[config.mk]
export PLATFORM = sky130hd
export DESIGN_NAME = b3zs_line_encoder
export DESIGN_NICKNAME = d
export VERILOG_FILES = /design/src/rtl/b3zs_pkg.sv /design/src/rtl/b3zs_req_arm.sv /design/src/rtl/b3zs_window.sv /design/src/rtl/b3zs_emit.sv /design/src/rtl/b3zs_line_encoder.sv
export SDC_FILE = /design/constraint.sdc
export NUM_CORES = 1
export LEC_CHECK = 0
export BUFFER_PORTS_ARGS = -buffer_cell sky130_fd_sc_hd__clkbuf_2
export CAP_MARGIN = 0
export CORE_AREA = 10 10 47 49
export DETAILED_ROUTE_END_ITERATION = 12
export DIE_AREA = 0 0 57 59
export HOLD_SLACK_MARGIN = 0.15
export PLACE_DENSITY = 0.68
export SETUP_SLACK_MARGIN = 0.2
export SYNTH_ARGS = -nofsm -noshare
export SYNTH_HDL_FRONTEND = slang
export SYNTH_SLANG_ARGS = --single-unit
[constraint.sdc]
create_clock -name clk -period 3.62 [get_ports clk]
set_clock_uncertainty 0.1 [all_clocks]
set_input_delay 0.362 -clock clk [delete_from_list [all_inputs] [get_ports clk]]
set_output_delay 0.362 -clock clk [all_outputs]
set_load 0.02 [all_outputs]
[src/rtl/b3zs_pkg.sv]
package b3zs_pkg;

  // Lookahead depth equals the zero-run length replaced by one code.
  localparam int unsigned RUN_LEN = 3;

  // Symbol held in each lookahead slot.
  typedef enum logic [1:0] {
    SYM_ZERO = 2'd0,  // data zero, still eligible for substitution
    SYM_ONE  = 2'd1,  // data one
    SYM_VIOL = 2'd2,  // V slot of a substitution already decided
    SYM_IDLE = 2'd3   // reset filler, never emitted as a pulse
  } sym_t;

  // First slot of a substitution carries a pulse (B) when parity is even.
  function automatic logic lead_carries_pulse(input logic parity_odd);
    return !parity_odd;
  endfunction

  // Polarity (1 = negative) of a mark, given the previous pulse polarity.
  function automatic logic mark_polarity(input logic prev_neg, input logic force_repeat);
    return force_repeat ? prev_neg : !prev_neg;
  endfunction

endpackage

[src/rtl/b3zs_req_arm.sv]
module b3zs_req_arm (
  input  logic clk,
  input  logic rst_n,
  input  logic req_in,
  input  logic consume,
  output logic armed,
  output logic req_rise
);
  logic req_q;

  assign req_rise = req_in && !req_q;

  always_ff @(posedge clk) begin
    if (!rst_n) begin
      req_q <= 1'b0;
      armed <= 1'b0;
    end else begin
      req_q <= req_in;
      if (consume)       armed <= 1'b0;
      else if (req_rise) armed <= 1'b1;
    end
  end
endmodule

[src/rtl/b3zs_window.sv]
module b3zs_window
  import b3zs_pkg::*;
#(
  parameter int unsigned DEPTH = RUN_LEN
) (
  input  logic clk,
  input  logic rst_n,
  input  logic shift_en,
  input  logic bit_in,
  input  logic mark_v,
  output sym_t head,
  output logic run_zero
);
  localparam int VSLOT = int'(DEPTH) - 2;

  sym_t stage [DEPTH];

  always_ff @(posedge clk) begin
    if (!rst_n)        stage[0] <= SYM_IDLE;
    else if (shift_en) stage[0] <= bit_in ? SYM_ONE : SYM_ZERO;
  end

  for (genvar g = 1; g < int'(DEPTH); g++) begin : g_stage
    always_ff @(posedge clk) begin
      if (!rst_n)
        stage[g] <= SYM_IDLE;
      else if (shift_en)
        stage[g] <= (g == VSLOT && mark_v) ? SYM_VIOL : stage[g-1];
    end
  end

  always_comb begin
    run_zero = 1'b1;
    for (int i = 0; i < int'(DEPTH); i++)
      if (stage[i] != SYM_ZERO) run_zero = 1'b0;
  end

  assign head = stage[DEPTH-1];
endmodule

[src/rtl/b3zs_emit.sv]
module b3zs_emit
  import b3zs_pkg::*;
(
  input  logic clk,
  input  logic rst_n,
  input  logic shift_en,
  input  logic bipolar,
  input  sym_t head,
  input  logic run_zero,
  input  logic inj_armed,
  output logic sub_start,
  output logic inj_fire,
  output logic parity_odd,
  output logic rail_pos,
  output logic rail_neg,
  output logic ack
);
  logic last_neg;
  logic pulse;
  logic pol_neg;
  logic head_one;

  assign head_one  = (head == SYM_ONE);
  assign sub_start = bipolar && run_zero;
  assign inj_fire  = shift_en && bipolar && head_one && inj_armed;

  always_comb begin
    pulse   = 1'b0;
    pol_neg = 1'b0;
    if (bipolar) begin
      if (sub_start) begin
        pulse   = lead_carries_pulse(parity_odd);
        pol_neg = mark_polarity(last_neg, 1'b0);
      end else if (head_one) begin
        pulse   = 1'b1;
        pol_neg = mark_polarity(last_neg, inj_armed);
      end else if (head == SYM_VIOL) begin
        pulse   = 1'b1;
        pol_neg = mark_polarity(last_neg, 1'b1);
      end
    end else begin
      pulse = head_one;
    end
  end

  always_ff @(posedge clk) begin
    if (!rst_n) begin
      rail_pos   <= 1'b0;
      rail_neg   <= 1'b0;
      last_neg   <= 1'b1;
      parity_odd <= 1'b0;
      ack        <= 1'b0;
    end else begin
      ack <= inj_fire;
      if (shift_en) begin
        rail_pos <= pulse && !pol_neg;
        rail_neg <= pulse && pol_neg;
        if (bipolar && pulse) last_neg <= pol_neg;
        if (sub_start)                parity_odd <= 1'b0;
        else if (bipolar && head_one) parity_odd <= !parity_odd;
      end
    end
  end
endmodule

[src/rtl/b3zs_line_encoder.sv]
module b3zs_line_encoder
  import b3zs_pkg::*;
(
  input  logic clk,
  input  logic rst_n,
  input  logic bit_en,
  input  logic nrz_in,
  input  logic bipolar_mode,
  input  logic err_req,
  output logic rail_pos,
  output logic rail_neg,
  output logic err_busy,
  output logic err_ack
);
  sym_t head;
  logic run_zero;
  logic sub_start;
  logic inj_fire;
  logic parity_odd;
  logic req_rise;

  b3zs_req_arm u_arm (
    .clk      (clk),
    .rst_n    (rst_n),
    .req_in   (err_req),
    .consume  (inj_fire),
    .armed    (err_busy),
    .req_rise (req_rise)
  );

  b3zs_window #(.DEPTH(RUN_LEN)) u_win (
    .clk      (clk),
    .rst_n    (rst_n),
    .shift_en (bit_en),
    .bit_in   (nrz_in),
    .mark_v   (sub_start),
    .head     (head),
    .run_zero (run_zero)
  );

  b3zs_emit u_emit (
    .clk        (clk),
    .rst_n      (rst_n),
    .shift_en   (bit_en),
    .bipolar    (bipolar_mode),
    .head       (head),
    .run_zero   (run_zero),
    .inj_armed  (err_busy),
    .sub_start  (sub_start),
    .inj_fire   (inj_fire),
    .parity_odd (parity_odd),
    .rail_pos   (rail_pos),
    .rail_neg   (rail_neg),
    .ack        (err_ack)
  );
endmodule

* Yosys cells after proc, flatten, opt, wreduce, memory -nomap -nowiden
Memory sizes are Yosys's and may differ from the RTL's.
Cells that the tools add are included.
** Cells by class
- Equality and inequality tests :: 2
- Bitwise gates (word level) :: 4
- Reduce and logical (&&, ||, !) cells :: 20
- $add $sub $neg :: 0
- Magnitude comparators :: 0
- Divide/modulo/power cells :: 0
- Shifts and indexed selects :: 0
- Multiply operators :: 0
- Muxes and demuxes :: 23
** Operators by type and width (number)
- $mux W1 :: 19
- $logic_and A1 B1 Y1 :: 9
- $mux W2 :: 4
- $reduce_bool A2 Y1 :: 4
- $logic_not A1 Y1 :: 4
- $reduce_and A2 Y1 :: 2
- $or A1 B1 Y1 :: 3
- $eq A2 B1 Y1 const B :: 1
- $eq A2 B2 Y1 const B :: 1
- $reduce_or A2 Y1 :: 1
- $not A1 Y1 :: 1
** Storage, ports and cells
- Input port bits :: 6
- Memories kept :: 1
- RAM bits :: 6
- Logic and storage cells :: 57
- Output and inout bits :: 4
- Flip-flop bits (word level) :: 7
- Bits in read-only memories :: 0
- Bits in latches :: 0
** Memories
- u_win.stage :: depth 3, width 2, rd ports 3, clocked after Yosys merged registers in 0, wr ports 3, line b3zs_window.sv:16 : sym_t stage [DEPTH];

* Depth between registers and ports, before layout
An unclocked memory read counts as a cell.
- Depth in word-level cells :: 10
- Mapped depth :: 7
- Mapped depth without buffers :: 7

* Modules after synthesis
A second synthesis with hierarchy kept.
** Unflattened totals
- Cell total of the unflattened synthesis :: 58
- Area, all modules :: 648.1 µm²
** By module, submodules not included
- b3zs_emit :: area an instance 325.3 µm², cells an instance 36, times used 1, seq. area each 100.1 µm²
- b3zs_window :: area an instance 247.7 µm², cells an instance 16, times used 1, seq. area each 180.2 µm²
- b3zs_req_arm :: area an instance 75.1 µm², cells an instance 6, times used 1, seq. area each 40.0 µm²

* Worst setup path before layout
OpenSTA, ideal clock, no wires.
- Path type :: register -> register
- Start :: mem u_win.stage[2][1] in the netlist's numbering
- End :: reg u_emit.last_neg
- Setup slack :: 1.695 ns
- Cell stages (with the launch flop) :: 8
- Setup time :: 0.115 ns
- Data arrival time :: 1.710 ns
- Period minus slack after synthesis :: 1.925 ns
- Required time :: 3.405 ns
- Path buffers :: 0
- Path through :: edfxtp_1 -> inv_1 -> ha_1 -> mux2_4 -> o21ai_0 -> a22o_1 -> or3b_1 -> a21bo_1
** RTL lines
- from (decl) :: line b3zs_window.sv:16
- to (signal assigned) :: line b3zs_emit.sv:58 : if (bipolar && pulse) last_neg <= pol_neg;
- to (decl) :: line b3zs_emit.sv:18 : logic last_neg;

==> results.json <==
{
  "finalHoldViolCount": 0,
  "area_delta_synth_final_pct": 14.7,
  "drt_pass1_iterations": 4,
  "drv_slew": 0,
  "worst-endpoint-arrival_ns": 2.14,
  "tightest_slew_ns": 0.276,
  "synth_seq_area_share_pct": 51.5,
  "cts_sinks": 13,
  "vias": 439,
  "root_buffer": "clkbuf_4",
  "synth_top_area_share_pct": 29.0,
  "overflow": 0,
  "rsz0062_at_grt": "false",
  "cts_resized": 0,
  "synth_compound_area_share_pct": 14.1,
  "fmax_mhz": 483,
  "hold_class": "in -> reg",
  "io_pins": 10,
  "worstPathMaxFanout": 5,
  "diodes": 0,
  "synth_edf_count": 6,
  "antenna_found_initial": 0,
  "ant_nets": 0,
  "grt_max_degree": 10,
  "synth-seq-cells": 13,
  "wl_per_cell_um": 12.8,
  "yosysMostFrequentCell": "dfxtp_1",
  "first_iter_violations": 10,
  "grt_use_total_pct": 7.32,
  "tritoncts": "built",
  "drt_drc_violations_left": 0,
  "required_ns": 3.69,
  "cts_hold_buf": 0,
  "worstSetupPathType": "reg -> reg",
  "num_rows": 14,
  "synth_fp_nets": 68,
  "cts_max_path_buffers": 2,
  "drive_gt1_share_pct": 25.0,
  "globalplace.congestion": 0.726,
  "coreArea_mm2": 0.00140,
  "dpl.hpwl_um": 892,
  "cts.htree.levels": 1,
  "pre_cts_ws_ns": 1.55,
  "synthesis.area_um2": 622,
  "fin_crit_ns": 2.07,
  "die_h_um": 59,
  "synth_cell_types": 27,
  "slew_headroom_pct": 81.6,
  "setup_tns_ns": 0,
  "wl_met3_um": 39,
  "initial_utilization_pct": 44.4,
  "reg2reg_slack_ns": 1.55,
  "setup_viol": 0,
  "synthesis.instances": 59,
  "vias_per_cell": 4.99,
  "cp-start-kind": "flop",
  "die_area_mm2": 0.00336,
  "highest_layer": "met4",
  "ir_drop_uv": 280,
  "avgSynthCellArea_um2": 10.5,
  "ys.flop_type": "dfxtp_1",
  "outcome": "complete, no violations",
  "yosysWarningCount": 0,
  "cts-buffers-inserted": 3,
  "p_leak_uw": 0.000287,
  "portBuffers": 9,
  "synth_top_area_cell": "edfxtp_1",
  "synth_top_family_by_area": "simple AND/OR/NAND/NOR gates",
  "nNetsFinal": 82,
  "async_flop_share_pct": 0,
  "timing.final.ws_setup_ns": 1.55,
  "synthAdderAreaFrac_pct": 6.04,
  "grt_pass1_vias": 460,
  "pwr_density_cell_mw_per_mm2": 385,
  "n_fill_cell": 142,
  "clk_latency_ns": 0.26,
  "min_period_over_period_pct": 57.2,
  "clk_pin_slew_ns": 0.08,
  "wl_um": 1130,
  "drv_cap": 0,
  "endpoint_kind": "flop",
  "wl_met1_um": 508,
  "synth_mux_area_share_pct": 2.41,
  "die_x_um": 57,
  "synth.area.top_cells": "edfxtp_1 29%, dfxtp_1 23%, ha_1 6.0%",
  "cts_setup_buffers": 0,
  "synth_commonest_cells": "7 x dfxtp_1, 6 x edfxtp_1, 5 x inv_1, 5 x nand2_1, 4 x or2_2",
  "wl_met2_um": 567,
  "synthSimpleGateAreaFrac_pct": 22.9,
  "synth_xor_xnor_area_share_pct": 0,
  "grt_first_pass_wirelength_um": 1960
}
## final cells by class
cell class	count	area [um2]	area share [%]
tap	16	20.0	2.81
multi-input combinational	41	283	39.6
clock buffer	4	26.3	3.68
inverter	5	18.8	2.63
sequential	13	320	44.9
timing repair buffer	9	45.0	6.32
## power breakdown
group	switching, uW	total [uW]	internal, uW
Clock	44.0	86.6	42.6
Combinational	13.4	24.3	10.9
Sequential	3.89	164	160
Total	61.3	275	214
## through the flow
stage	power [uW]	instances	area [um2]	hold slack, ns	util, %
final	275	88	713	0.213	50.9
after global routing	286	88	713	0.235	50.9
after CTS	277	88	713	0.213	50.9
after detailed placement	192	84	687	0.415	49.0
after global placement	192	84	687	0.407	49.0
after floorplan	181	59	622	0.380	-
## logic make-up (layout without fill, tap and decap cells)
family | after synthesis | after routing
adder cells (fa/ha/maj) | 3 | 3
AND/OR/NAND/NOR | 24 | 24
AO/OA/AOI/OAI | 13 | 13
buffers and inverters | 5 | 18
multiplexers | 1 | 1
flip-flops | 13 | 13
## sequential cells by signal, summed over array words and instances, names as in the netlist
| name | flops |
|---|---|
| u_arm.req_q | 1 |
| u_emit.rail_neg | 1 |
| u_emit.last_neg | 1 |
| u_emit.ack | 1 |
| u_win.stage | 6 |
| u_arm.armed | 1 |
| u_emit.rail_pos | 1 |
| u_emit.parity_odd | 1 |
## worst max-delay path, cell delays in order (launching register included)
cell and delay (ns):
edfxtp_1 0.41, inv_1 0.09, ha_1 0.27, mux2_4 0.32
o21ai_0 0.07, a22o_1 0.17, or3b_1 0.37, a21bo_1 0.17
## path summary, 6_finish.rpt
kind,depth (start not counted),start,to
worst max-delay path,7,u_win.stage[2][1],u_emit.last_neg
worst min-delay path,2,err_req,u_arm.req_q
worst max register to register,7,u_win.stage[2][1],u_emit.last_neg
worst min register to register,2,u_arm.armed,u_emit.ack
## layout by cell type, fill, tap and decap left out, drive strengths merged
cell type and n:
clkbuf 13, dfxtp 7, edfxtp 6, or2 6
inv 5, nand2 5, a21oi 3, o21ai 3
ha 3, nor3 2, nor2 2, and2 2
a21boi 2, nand2b 1, nand4bb 1, mux2 1
a22o 1, or3b 1, nand3 1, o21a 1
or3 1, o21bai 1, a21bo 1, nor3b 1
nor2b 1, o32ai 1
## metal layers
metal,up-vias,track usage [%]
li1,231,-
met1,201,8.14
met2,5,11.6
met3,2,3.00
met4,0,4.03
met5,-,0
No activity file was read; power rests on OpenSTA's default activity.
